`src/rtl/segglue_pkg.sv`:
```
package segglue_pkg;

  // Strobes passed from the control module to the datapath
  typedef struct packed {
    logic loadLow;    // address phase: low port carries address
    logic sampleWr;   // write strobe low: capture data candidate
    logic commitSeg;  // end of a matching write: load display
  } glueStrobes_t;

endpackage

```
`src/rtl/busCtrl.sv`:
```
module busCtrl
  import segglue_pkg::*;
#(
  parameter int ADDR_W = 16,
  parameter logic [ADDR_W-1:0] DISP_ADDR = 16'h7F55
) (
  input  logic              clk,
  input  logic              rstN,
  input  logic              addrStrobe,
  input  logic              fetchN,
  input  logic              readN,
  input  logic              writeN,
  input  logic [ADDR_W-1:0] addrFull,
  output glueStrobes_t      strobes,
  output logic              sramSelN,
  output logic              sramOeN
);

  localparam int SEL_BIT = ADDR_W - 1;

  logic wrPrevQ;
  logic hitQ;
  logic addrHit;
  logic inSram;

  assign addrHit = (addrFull == DISP_ADDR);
  assign inSram  = ~addrFull[SEL_BIT];

  always_ff @(posedge clk or negedge rstN) begin
    if (!rstN) begin
      wrPrevQ <= 1'b1;
      hitQ    <= 1'b0;
    end else begin
      wrPrevQ <= writeN;
      if (!writeN) hitQ <= addrHit;
    end
  end

  always_comb begin
    strobes.loadLow   = addrStrobe;
    strobes.sampleWr  = ~writeN;
    strobes.commitSeg = writeN & ~wrPrevQ & hitQ;
  end

  assign sramSelN = ~inSram;
  assign sramOeN  = ~(inSram & (~fetchN | ~readN));

  // output enable can only be active with the chip selected
  a_r5_oe_implies_sel: assert property (@(posedge clk) disable iff (!rstN)
    !sramOeN |-> !sramSelN);

  // a display load is preceded by the exact display address
  a_r7_commit_needs_match: assert property (@(posedge clk) disable iff (!rstN)
    strobes.commitSeg |-> ($past(addrFull) == DISP_ADDR));

endmodule

```
`src/rtl/busDatapath.sv`:
```
module busDatapath
  import segglue_pkg::*;
#(
  parameter int ADDR_W = 16,
  parameter int DATA_W = 8
) (
  input  logic              clk,
  input  logic              rstN,
  input  glueStrobes_t      strobes,
  input  logic [DATA_W-1:0] busLow,
  input  logic [ADDR_W-DATA_W-1:0] busHigh,
  output logic [ADDR_W-1:0] addrFull,
  output logic [DATA_W-1:0] segOut
);

  logic [DATA_W-1:0] lowQ;
  logic [DATA_W-1:0] dataQ;
  logic [DATA_W-1:0] segQ;

  always_ff @(posedge clk or negedge rstN) begin
    if (!rstN) begin
      lowQ  <= '0;
      dataQ <= '0;
      segQ  <= '0;
    end else begin
      if (strobes.loadLow)   lowQ  <= busLow;
      if (strobes.sampleWr)  dataQ <= busLow;
      if (strobes.commitSeg) segQ  <= dataQ;
    end
  end

  // Transparent while the strobe is high, stored value afterwards
  assign addrFull = {busHigh, strobes.loadLow ? busLow : lowQ};
  assign segOut   = segQ;

  // the stored low byte does not move outside the address phase
  a_r2_low_holds: assert property (@(posedge clk) disable iff (!rstN)
    !strobes.loadLow |=> $stable(lowQ));

  // the display changes only after a commit strobe
  a_r6_seg_only_on_commit: assert property (@(posedge clk) disable iff (!rstN)
    (segQ != $past(segQ)) |-> $past(strobes.commitSeg));

endmodule

```
`src/rtl/segbus_glue.sv`:
```
module segbus_glue
  import segglue_pkg::*;
#(
  parameter int ADDR_W = 16,
  parameter int DATA_W = 8,
  parameter logic [ADDR_W-1:0] DISP_ADDR = 16'h7F55
) (
  input  logic              clk,
  input  logic              rstN,
  input  logic              addrStrobe,
  input  logic [DATA_W-1:0] busLow,
  input  logic [ADDR_W-DATA_W-1:0] busHigh,
  input  logic              fetchN,
  input  logic              readN,
  input  logic              writeN,
  output logic [ADDR_W-1:0] addrOut,
  output logic              sramSelN,
  output logic              sramOeN,
  output logic [DATA_W-1:0] segOut
);

  glueStrobes_t strobes;

  busCtrl #(.ADDR_W(ADDR_W), .DISP_ADDR(DISP_ADDR)) uCtrl (
    .clk(clk), .rstN(rstN), .addrStrobe(addrStrobe),
    .fetchN(fetchN), .readN(readN), .writeN(writeN),
    .addrFull(addrOut), .strobes(strobes),
    .sramSelN(sramSelN), .sramOeN(sramOeN)
  );

  busDatapath #(.ADDR_W(ADDR_W), .DATA_W(DATA_W)) uData (
    .clk(clk), .rstN(rstN), .strobes(strobes),
    .busLow(busLow), .busHigh(busHigh),
    .addrFull(addrOut), .segOut(segOut)
  );

endmodule

```
`config.mk`:
```
export PLATFORM = sky130hd
export DESIGN_NAME = segbus_glue
export DESIGN_NICKNAME = d
export VERILOG_FILES = /design/src/rtl/segglue_pkg.sv /design/src/rtl/busCtrl.sv /design/src/rtl/busDatapath.sv /design/src/rtl/segbus_glue.sv
export SDC_FILE = /design/constraint.sdc
export NUM_CORES = 1
export LEC_CHECK = 0
export BUFFER_PORTS_ARGS = -buffer_cell sky130_fd_sc_hd__buf_2
export CORE_MARGIN = 5
export CORE_UTILIZATION = 45
export DETAILED_ROUTE_END_ITERATION = 12
export PLACE_DENSITY = 0.77
export SYNTH_ARGS = -nofsm -noshare
export SYNTH_HDL_FRONTEND = slang
export SYNTH_SLANG_ARGS = --single-unit
```
`constraint.sdc`:
```
create_clock -name clk -period 2.3 [get_ports clk]
set_clock_uncertainty 0.2 [all_clocks]
set_input_delay 0.23 -clock clk [delete_from_list [all_inputs] [get_ports clk]]
set_output_delay 0.23 -clock clk [all_outputs]
set_load 0.1 [all_outputs]
```
==> results.toml <==
[sta]
setup-tns-final_ns = 0
timing.final.hold_violations = 0
worst-slew-pin-transition_ns = 0.559
report.final.slew_viol_count = 0
relative_slew_slack_pct = 62.7
rsz0062_at_grt = "no"
period_share_pct = 88.7
fin_crit_ns = 2.04
setup_viol_count_final = 0
fmaxAchievable_mhz = 490

[cells_and_area]
final_nets = 144
commonest_cells_after_routing_fill_and_taps_aside = "buf_2 (47), dfrtp_1 (25), mux2_2 (23)"
n_antenna_cell = 0
post-route-util_pct = 62.6
area_delta_synth_final_pct = 29.2
post_route_cells_drive_above_1_share_pct = 65.3
layout.cells.most_common = "buf_2"

[route]
first_pass_iters = 3
detail_route.drc_violations = 0
vias_per_cell = 4.79
drt-wirelength-per-cell_um = 14.6
route.antenna.remaining_nets = 0
total_via_count_in_the_routed_design = 714
wirelength_um = 2180
detail_route.iter0.violations = 9

[clock_tree]
cts_htree_levels = 1
tritoncts = "done"
ctsResizeCount = 0
clkLatencyLatePin_ns = 0.31
cts.reportedPaths.clkPinSlew_ns = 0.14
cts_root_buf = "clkbuf_4"
cts_max_path_buffers = 2
cts_buffers = 3
cts_num_sinks = 26

[setup_path]
critical_path.max_stage_delay_ns = 0.53
r2r_setup_slack_ns = 0.49
crit_required_ns = 2.33
ordered_cell_list_for_the_critical_path = "dlygate4sd3_1 > buf_2 > or3b_1 > or4_4 > o41ai_2"
criticalPathCategory = "input port to register"
arrival_ns = 2.07
crit_fanout = 11
end_kind = "register"
critPathSlowestCell = "dlygate4sd3_1"
cp-start-kind = "input port"

[placement]
routabilityCongestion = 0.666
port_buffers = 47

[outcome]
status = "finished clean"

[floorplanning]
floorplan.initialDensity_pct = 48.4
die_width_um = 59.3
core_area_sq_um = 2250
top_level_ports = 48
row_count = 17
dieArea_sq_um = 3510
floorplan.die.height_um = 59.3

[power]
p_clk_share_pct = 22.0
seq_power_share_pct = 48.9
cellLeakagePower_nw = 0.727
switchingPower_uw = 363
power.ir.vdd_worst_v = 0.000454
net_sw_share_pct = 35.8
cell_internal_pwr_uw = 652
power_frac_comb_pct = 29.1
power.density_cell_area_nw_per_um2 = 719

[global_route]
grt_antenna_before_repair = 0
vias_in_the_first_global_route = 771
grt_pass1_wl_um = 3550
globalRoute.totalOverflow = 0
grt_max_degree = 27
groute.usage.overall_pct = 13.2

[synthesis]
synth_cell_type_count = 16
syn-num-nets = 94
synthDominantCellAreaShare_pct = 57.3
syn_area_sq_um = 1090
post_synth_main_area_contributors = "dfrtp_1 (57%), mux2_2 (24%), buf_4 (6.2%)"
synth_largest_area_cell = "dfrtp_1"
synthesized_instance_count = 72
average_cell_area_after_synthesis_sq_um = 15.2
ys.warnings.count = 0
yosys_register_bits = 26
synth.yosys.seq_area_share_pct = 59.7

[job]
max_cap_violations = 0

[worst_hold_path]
hold_path.class = "input port to register"
final cells by class:
class	instances	area, sq um
clock buffers	4	36.3
fillers	193	843
multi-input cells	34	353
flip-flops and latches	26	652
well taps	28	35.0
repair buffers	57	335
critical path, delay by kind of cell:
kind	cells	cell delay (ns)
AO/OA/AOI/OAI	1	0.31
buffers and inverters	2	0.74
AND/OR/NAND/NOR	2	0.79
registers in the layout, summed over array words and instances (netlist names):
| register | cells |
|---|---|
| uCtrl.hitQ | 1 |
| uData.segOut | 8 |
| uData.lowQ | 8 |
| uData.dataQ | 8 |
| uCtrl.wrPrevQ | 1 |
what timing repair did:
item / CTS / global route
hold endpoints to repair: 40 / 0
setup endpoints to repair: 0 / 0
setup buffers: 0 / 0
hold buffers: 10 / 0
power by group through the flow:
stage	registers, mW	clock network (mW)	logic, mW
final	0.496	0.223	0.296
after global routing	0.500	0.257	0.310
after CTS	0.496	0.233	0.299
after detailed placement	0.505	0	0.285
after global placement	0.504	0	0.282
after floorplan	0.502	0	0.241
per-stage QoR:
| stage | instances | cell area, sq um | power (mW) | setup WS (ns) | hold slack [ns] |
|---|---|---|---|---|---|
| after floorplan | 72 | 1090 | 0.743 | 0.353 | -0.266 |
| after global routing | 149 | 1410 | 1.07 | 0.212 | 0.0665 |
| after CTS | 149 | 1410 | 1.03 | 0.253 | 0.0654 |
| after global placement | 135 | 1270 | 0.786 | 0.419 | 0.0442 |
| final | 149 | 1410 | 1.02 | 0.260 | 0.0686 |
| after detailed placement | 135 | 1270 | 0.791 | 0.370 | 0.0526 |
cells in the mapped netlist:
library cell and instances:
nand4_1 1, o41ai_2 1, dfrtp_1 25, nand4bb_1 1, buf_4 9, or3b_1 1
a21o_1 1, buf_6 1, mux2_2 23, nand2_1 3, or4_4 1, mux2_4 1
dfstp_2 1, clkbuf_1 1, or2_2 1, buf_2 1
metal layers:
| layer | GRT usage (%) | up-vias | part of all wire [%] |
|---|---|---|---|
| met4 | 2.91 | 0 | 0 |
| met1 | 15.8 | 353 | 39 |
| met5 | 0 | - | 0 |
| met2 | 24.2 | 19 | 55 |
| li1 | - | 342 | - |
| met3 | 2.61 | 0 | 5.9 |
kinds of logic (layout without fill, tap and decap cells):
kind of cell	count (synthesis)	after routing	share of synthesized area, %
muxes	24	24	25.1
buffers and inverters	12	61	8.02
and+or+nand+nor	8	8	5.04
AOI/OAI and AO/OA	2	2	2.18
DFF	26	26	59.7
worst paths after layout:
| path | startpoint | end | cells past startpoint |
|---|---|---|---|
| worst max-delay path | writeN | uCtrl.hitQ$_DFFE_PN0N_ | 5 |
| worst min-delay path | busHigh[4] | uCtrl.hitQ$_DFFE_PN0N_ | 4 |
| worst max register to register | uData.lowQ[7]$_DFF_PN0_ | uCtrl.hitQ$_DFFE_PN0N_ | 3 |
| worst min register to register | uCtrl.hitQ$_DFFE_PN0N_ | uCtrl.hitQ$_DFFE_PN0N_ | 2 |
| max in group asynchronous | rstN | uData.dataQ[3]$_DFFE_PN0N_ | 2 |
| min in group asynchronous | rstN | uData.segOut[1]$_DFFE_PN0P_ | 2 |
Power figures use the tool's default switching activity.
